<file path="config.mk">
export PLATFORM = sky130hd
export DESIGN_NAME = xlat_engine
export DESIGN_NICKNAME = d
export VERILOG_FILES = /design/src/rtl/xlat_pkg.sv /design/src/rtl/xlat_cursor.sv /design/src/rtl/xlat_bytes.sv /design/src/rtl/xlat_seq.sv /design/src/rtl/xlat_engine.sv
export SDC_FILE = /design/constraint.sdc
export NUM_CORES = 1
export LEC_CHECK = 0
export ABC_CLOCK_PERIOD_IN_PS = 3200
export CAP_MARGIN = 20
export CORE_ASPECT_RATIO = 0.5
export CORE_MARGIN = 5
export CORE_UTILIZATION = 49
export DETAILED_ROUTE_END_ITERATION = 6
export GPL_ROUTABILITY_DRIVEN = 0
export PLACE_DENSITY = 0.8
export SYNTH_ARGS = -nofsm -noshare
export SYNTH_HDL_FRONTEND = slang
export SYNTH_SLANG_ARGS = --single-unit
</file>
<file path="constraint.sdc">
create_clock -name clk -period 3.2 [get_ports clk]
set_input_delay 0.48 -clock clk [delete_from_list [all_inputs] [get_ports clk]]
set_output_delay 0.48 -clock clk [all_outputs]
set_load 0.05 [all_outputs]
</file>
<file path="src/rtl/xlat_pkg.sv">
package xlat_pkg;

  // Sequencer states: one idle state, five per-byte steps, one completion state
  typedef enum logic [2:0] {
    ST_IDLE,
    ST_RD_SRC,
    ST_WT_SRC,
    ST_RD_LUT,
    ST_WT_LUT,
    ST_WR_DST,
    ST_FIN
  } xlat_state_e;

  // Memory operation requested in the current cycle
  typedef enum logic [1:0] {
    OP_NONE,
    OP_RD_SRC,
    OP_RD_LUT,
    OP_WR_DST
  } xlat_op_e;

endpackage

</file>
<file path="src/rtl/xlat_cursor.sv">
module xlat_cursor #(
  parameter int AW = 32,
  parameter int LW = 16
) (
  input  logic          clk,
  input  logic          rst_n,
  input  logic          load,
  input  logic          step,
  input  logic [AW-1:0] ld_buf,
  input  logic [AW-1:0] ld_tbl,
  input  logic [LW-1:0] ld_len,
  input  logic [7:0]    idx,
  output logic [AW-1:0] cur_addr,
  output logic [AW-1:0] lut_addr,
  output logic          last
);

  localparam logic [LW-1:0] ONE = LW'(1);

  // Full-width table address: carry runs into the upper bits (no page wrap)
  function automatic logic [AW-1:0] lut_entry_addr(input logic [AW-1:0] base,
                                                   input logic [7:0]    i);
    return base + AW'(i);
  endfunction

  function automatic logic [AW-1:0] next_byte(input logic [AW-1:0] a);
    return a + AW'(1);
  endfunction

  logic [AW-1:0] cur_q;
  logic [AW-1:0] tbl_q;
  logic [LW-1:0] rem_q;

  always_ff @(posedge clk) begin
    if (!rst_n) begin
      cur_q <= '0;
      tbl_q <= '0;
      rem_q <= '0;
    end else if (load) begin
      cur_q <= ld_buf;
      tbl_q <= ld_tbl;
      rem_q <= ld_len;
    end else if (step) begin
      cur_q <= next_byte(cur_q);
      rem_q <= rem_q - ONE;
    end
  end

  assign cur_addr = cur_q;
  assign lut_addr = lut_entry_addr(tbl_q, idx);
  assign last     = (rem_q == ONE);

  AST_ADDR_ASCEND: assert property (@(posedge clk) disable iff (!rst_n)
    step |=> (cur_addr == $past(cur_addr) + AW'(1)));
  AST_STEP_HAS_WORK: assert property (@(posedge clk) disable iff (!rst_n)
    step |-> (rem_q != '0));

endmodule

</file>
<file path="src/rtl/xlat_bytes.sv">
module xlat_bytes (
  input  logic       clk,
  input  logic       rst_n,
  input  logic       cap_src,
  input  logic       cap_lut,
  input  logic [7:0] rdata,
  output logic [7:0] idx,
  output logic [7:0] val
);

  logic [7:0] idx_q;
  logic [7:0] val_q;

  always_ff @(posedge clk) begin
    if (!rst_n) begin
      idx_q <= '0;
      val_q <= '0;
    end else begin
      if (cap_src) idx_q <= rdata;
      if (cap_lut) val_q <= rdata;
    end
  end

  assign idx = idx_q;
  assign val = val_q;

  AST_ONE_CAPTURE: assert property (@(posedge clk) disable iff (!rst_n)
    !(cap_src && cap_lut));

endmodule

</file>
<file path="src/rtl/xlat_seq.sv">
module xlat_seq
  import xlat_pkg::*;
(
  input  logic     clk,
  input  logic     rst_n,
  input  logic     start,
  input  logic     len_zero,
  input  logic     last,
  input  logic     rsp_valid,
  output xlat_op_e op,
  output logic     cap_src,
  output logic     cap_lut,
  output logic     load,
  output logic     step,
  output logic     busy,
  output logic     done
);

  xlat_state_e state_q, state_d;

  always_ff @(posedge clk) begin
    if (!rst_n) state_q <= ST_IDLE;
    else        state_q <= state_d;
  end

  always_comb begin
    state_d = state_q;
    load    = 1'b0;
    case (state_q)
      ST_IDLE: if (start) begin
        load    = 1'b1;
        state_d = len_zero ? ST_FIN : ST_RD_SRC;
      end
      ST_RD_SRC: state_d = ST_WT_SRC;
      ST_WT_SRC: if (rsp_valid) state_d = ST_RD_LUT;
      ST_RD_LUT: state_d = ST_WT_LUT;
      ST_WT_LUT: if (rsp_valid) state_d = ST_WR_DST;
      ST_WR_DST: state_d = last ? ST_FIN : ST_RD_SRC;
      ST_FIN:    state_d = ST_IDLE;
      default:   state_d = ST_IDLE;
    endcase
  end

  always_comb begin
    case (state_q)
      ST_RD_SRC: op = OP_RD_SRC;
      ST_RD_LUT: op = OP_RD_LUT;
      ST_WR_DST: op = OP_WR_DST;
      default:   op = OP_NONE;
    endcase
  end

  assign cap_src = (state_q == ST_WT_SRC) && rsp_valid;
  assign cap_lut = (state_q == ST_WT_LUT) && rsp_valid;
  assign step    = (state_q == ST_WR_DST);
  assign busy    = (state_q != ST_IDLE);
  assign done    = (state_q == ST_FIN);

  AST_TAKE_START: assert property (@(posedge clk) disable iff (!rst_n)
    (start && !busy) |=> busy);
  AST_BUSY_HOLD: assert property (@(posedge clk) disable iff (!rst_n)
    (busy && !done) |=> busy);
  AST_ZERO_LEN: assert property (@(posedge clk) disable iff (!rst_n)
    (start && !busy && len_zero) |=> done);
  AST_DONE_PULSE: assert property (@(posedge clk) disable iff (!rst_n)
    done |=> !done);
  AST_DONE_IDLE: assert property (@(posedge clk) disable iff (!rst_n)
    done |=> !busy);

endmodule

</file>
<file path="src/rtl/xlat_engine.sv">
module xlat_engine
  import xlat_pkg::*;
#(
  parameter int AW = 32,
  parameter int LW = 16
) (
  input  logic          clk,
  input  logic          rst_n,
  input  logic          start,
  input  logic [AW-1:0] start_buf,
  input  logic [LW-1:0] start_len,
  input  logic [AW-1:0] start_tbl,
  output logic          busy,
  output logic          done,
  output logic          mem_req,
  output logic          mem_we,
  output logic [AW-1:0] mem_addr,
  output logic [7:0]    mem_wdata,
  input  logic          mem_rvalid,
  input  logic [7:0]    mem_rdata
);

  // Named internal events, brought out for the assertions
  xlat_op_e      op;
  logic          cap_src, cap_lut, load, step, last;
  logic          len_zero;
  logic [7:0]    idx, val;
  logic [AW-1:0] cur_addr, lut_addr;

  assign len_zero = (start_len == '0);

  xlat_seq u_seq (
    .clk       (clk),
    .rst_n     (rst_n),
    .start     (start),
    .len_zero  (len_zero),
    .last      (last),
    .rsp_valid (mem_rvalid),
    .op        (op),
    .cap_src   (cap_src),
    .cap_lut   (cap_lut),
    .load      (load),
    .step      (step),
    .busy      (busy),
    .done      (done)
  );

  xlat_cursor #(.AW(AW), .LW(LW)) u_cursor (
    .clk      (clk),
    .rst_n    (rst_n),
    .load     (load),
    .step     (step),
    .ld_buf   (start_buf),
    .ld_tbl   (start_tbl),
    .ld_len   (start_len),
    .idx      (idx),
    .cur_addr (cur_addr),
    .lut_addr (lut_addr),
    .last     (last)
  );

  xlat_bytes u_bytes (
    .clk     (clk),
    .rst_n   (rst_n),
    .cap_src (cap_src),
    .cap_lut (cap_lut),
    .rdata   (mem_rdata),
    .idx     (idx),
    .val     (val)
  );

  always_comb begin
    case (op)
      OP_RD_LUT: mem_addr = lut_addr;
      default:   mem_addr = cur_addr;
    endcase
  end

  assign mem_req   = (op != OP_NONE);
  assign mem_we    = (op == OP_WR_DST);
  assign mem_wdata = val;

  AST_READ_WAITS: assert property (@(posedge clk) disable iff (!rst_n)
    (mem_req && !mem_we) |=> !mem_req);
  AST_REQ_IN_BUSY: assert property (@(posedge clk) disable iff (!rst_n)
    mem_req |-> busy);
  AST_WRITE_STAYS: assert property (@(posedge clk) disable iff (!rst_n)
    (mem_req && mem_we) |=> (done || (mem_req && !mem_we)));

endmodule

</file>
==> results of run 1 <==
==> power groups by stage <==
stage	logic, mW	clock network [mW]	registers [mW]
2_1_floorplan	0.780	0	1.52
3_3_place_gp	1.28	0	1.57
3_5_place_dp	1.30	0	1.58
4_1_cts	1.30	1.21	1.55
5_1_grt	1.40	1.27	1.58
6_report	1.31	1.20	1.56
==> per-layer routing <==
| metal | track usage, % | vias to the layer above | part of all wire [%] |
|---|---|---|---|
| met5 | 0 | - | 0 |
| met4 | 7.60 | 0 | 1.7 |
| met3 | 4.61 | 32 | 8.2 |
| met1 | 32.6 | 2896 | 43 |
| met2 | 41.1 | 262 | 47 |
| li1 | - | 2973 | - |
==> placed cells by master (no fill, tap or decap), types with 3 or more instances in the layout <==
cell type        instances
clkdlybuf4s50_1        102
clkbuf_16                9
nor3_1                  14
buf_12                  24
inv_1                   11
o2111ai_1                5
and4_1                   4
a211oi_1                 6
a31oi_1                  7
nor4_1                  11
or4_1                    3
buf_4                   24
nand4_1                 26
and3_1                  11
nand3_1                 30
and2_1                   5
ha_1                    11
o21ai_1                 16
xor2_1                  44
mux2i_1                  9
o211ai_1                11
o311ai_0                 4
nor2_1                  46
or3_1                    6
a221oi_1                 4
a31oi_2                  3
nand2_1                149
a21oi_1                 88
xnor2_1                 10
dfxtp_1                 99
o21ai_0                 44
==> logic make-up (layout without fill, tap and decap cells) <==
kind of cell / Yosys count / after routing / share of synthesized area, %
compound gates: 210 / 210 / 21.5
xor+xnor: 54 / 54 / 8.35
fa+ha+maj: 12 / 12 / 2.78
buf+inv: 58 / 178 / 3.87
flops: 99 / 99 / 35.0
mux: 10 / 10 / 1.79
simple gates: 319 / 319 / 26.7
==> flip-flops by register name, summed over array words and instances (netlist names) <==
| signal | flops |
|---|---|
| u_bytes.idx | 8 |
| u_seq.state_q | 3 |
| u_bytes.val | 8 |
| u_cursor.tbl_q | 32 |
| u_cursor.cur_addr | 32 |
| u_cursor.rem_q | 16 |
==> final timing paths <==
path         cells past startpoint                     to                 start  slack [ps]
max                              9           mem_addr[22]        u_bytes.idx[0]          90
min reg2reg                      2         u_bytes.val[1]        u_bytes.val[1]         460
max reg2reg                      6  u_cursor.cur_addr[28]  u_cursor.cur_addr[0]         780
min                              2         u_bytes.val[1]        u_bytes.val[1]         460
==> through the flow <==
step / TNS (ps) / power (mW) / setup slack (ps)
floorplan: 0 / 2.30 / 3.34
global placement: 0 / 2.85 / 236
detailed placement: 0 / 2.88 / 185
CTS: 0 / 4.06 / 16.4
global route: -28.6 / 4.25 / -28.6
finish: 0 / 4.07 / 92.4
==> area by class of cell <==
cell class	instances	area share, %
Multi-Input combinational cell	605	45.4
Sequential cell	99	25.7
Timing Repair Buffer	150	21.8
Clock buffer	10	3.09
Tap cell	145	2.35
Clock inverter	6	1.13
Inverter	12	0.583
==> timing repair <==
action / in CTS / in global routing
buffers inserted: 2 / 0
hold buffers: 0 / 0
cloned: 0 / 0
pin swaps: 2 / 2
gates resized for setup: 1 / 9
setup endpoints to repair: 20 / 15
==> worst max-delay path, delay by kind of cell (launching register included) <==
family,cells,cell delay [ps]
AOI/OAI and AO/OA,3,780
adders and majority gates,2,650
buffers and inverters,2,390
DFF,1,320
and+or+nand+nor,1,80
xor gates and xnor gates,1,70
==> synth_stat cells (2+ instances only) <==
master and n:
o21ai_0 61, dfxtp_1 99, or4_1 3, clkbuf_1 42, a211oi_1 7, o21a_1 2, o311ai_0 4, o22ai_1 2
a31oi_1 10, and4_1 4, nand3_1 31, mux2i_1 9, nor2_1 46, nor4_1 11, inv_1 12, nand4b_1 2
a221oi_1 4, ha_1 11, buf_1 3, xor2_1 44, nand2_1 149, a32oi_1 2, nand4_1 26, a21oi_1 89
o211ai_1 11, a22oi_1 2, and3_1 11, and2_1 5, nor3_1 14, a21o_1 2, or3_1 6, o2111ai_1 5
xnor2_1 10
==> impl_metrics.env, run 1 <==
export IMPL_status="finished clean"
export IMPL_min_period_ps=3110
export IMPL_ys_seq_area_share_pct=35.0
export IMPL_cts_sinks=99
export IMPL_ys_warn_count=0
export IMPL_drv_cap=0
export IMPL_fillers=934
export IMPL_die_x_um=162
export IMPL_root_buffer="clkbuf_16"
export IMPL_synth_largest_area_cell="dfxtp_1"
export IMPL_ant_nets=0
export IMPL_antenna_found_initial=0
export IMPL_p_leak_nw=2.78
export IMPL_cp_cell_sequence="ha_1 -> fa_2 -> a211oi_2 -> o211ai_1 -> buf_4 -> nand3_1 -> xor2_1 -> o21ai_0 -> buf_12"
export IMPL_grtUsageTotal_pct=24.6
export IMPL_pwr_share_comb_pct=32.2
export IMPL_place_area_um2=7350
export IMPL_grt_max_degree=56
export IMPL_synth_nets=866
export IMPL_grt_pass1_vias=5751
export IMPL_synth_edf_count=0
export IMPL_gr_total_overflow=0
export IMPL_slowest_stage="fa_2"
export IMPL_critical_path_class="register to output port"
export IMPL_wl_um=17700
export IMPL_synth_top_area_share_pct=35.0
export IMPL_cts_tree="yes"
export IMPL_pin_count=136
export IMPL_fin_area_um2=7720
export IMPL_end_kind="output port"
export IMPL_syn2layout_area_growth_pct=36.4
export IMPL_start_util_pct=50.8
export IMPL_cp_required_ps=2720
export IMPL_drtPass1Iterations=5
export IMPL_diodes=0
export IMPL_nets=981
export IMPL_clk_pin_slew_ps=70
export IMPL_critPathMaxStageDelay_ps=400
export IMPL_clock_path_buffers=2
export IMPL_drv_slew=0
export IMPL_hold_class="register to register"
export IMPL_htreeDepth=3
export IMPL_vias_per_cell=6.00
export IMPL_slew_headroom_pct=41.6
export IMPL_hold_slack_ps=456
export IMPL_finalSetupViolCount=0
export IMPL_grt_pass1_wl_um=28400
export IMPL_peakVddDrop_v=0.000282
export IMPL_clock_latency_ps=350
export IMPL_dieArea_um2=13900
export IMPL_post_drt_wl_per_cell_um=17.2
export IMPL_cp_start_kind="register"
export IMPL_critPathArrivalTime_ps=2630
export IMPL_die_y_um=86.0
export IMPL_synthDistinctLibCells=56
export IMPL_powerDensity_nw_per_um2=527
export IMPL_finalCritPeriodShare_pct=97.1
export IMPL_placedCellCount=1009
export IMPL_coreArea_um2=11100
export IMPL_place_hpwl_um=12900
export IMPL_cts_buffers=9
export IMPL_synth_async_reset_ratio_pct=0
export IMPL_intPower_mw=2.64
export IMPL_critPathMaxFanout=7
export IMPL_fin_skew_ps=6.01
export IMPL_layout_cells_non_filler=1027
export IMPL_io_buffers=135
export IMPL_drtIter0Drc=454
export IMPL_tightest_slew_ps=874
export IMPL_p_switching_mw=1.43
export IMPL_netlist_top_cells_area="dfxtp_1, nand2_1, a21oi_1, xor2_1, o21ai_0"
export IMPL_clkPwrFrac_pct=29.5
export IMPL_vias=6163
export IMPL_synth_cells=762
export IMPL_synthFlopType="dfxtp_1"
export IMPL_switching_share_pct=35.2
export IMPL_max_freq_ghz=0.322
export IMPL_synth_seq_cells=99
export IMPL_rows=27
export IMPL_fin_util_pct=69.3
export IMPL_layout_drive_gt1_share_pct=9.30
export IMPL_multi_input_area_um2=3510
export IMPL_register_area_um2=1980
export IMPL_synth_area_um2=5660
export IMPL_syn_avg_cell_area_um2=7.43
export IMPL_drc=0
export IMPL_hold_viol=0
export IMPL_p_seq_share_pct=38.3
No activity file was read; power rests on OpenSTA's default activity.
==> run 2: changes to the inputs <==
Settings changed: HOLD_SLACK_MARGIN set to 0.03.
==> results of run 2 <==
Final layout, timing and power as in run 1 (identical DEF).
==> run 3: changes to the inputs <==
Settings changed: CTS_CLUSTER_SIZE set to 16.
==> results of run 3 <==
Final layout, timing and power as in run 1 (identical DEF).
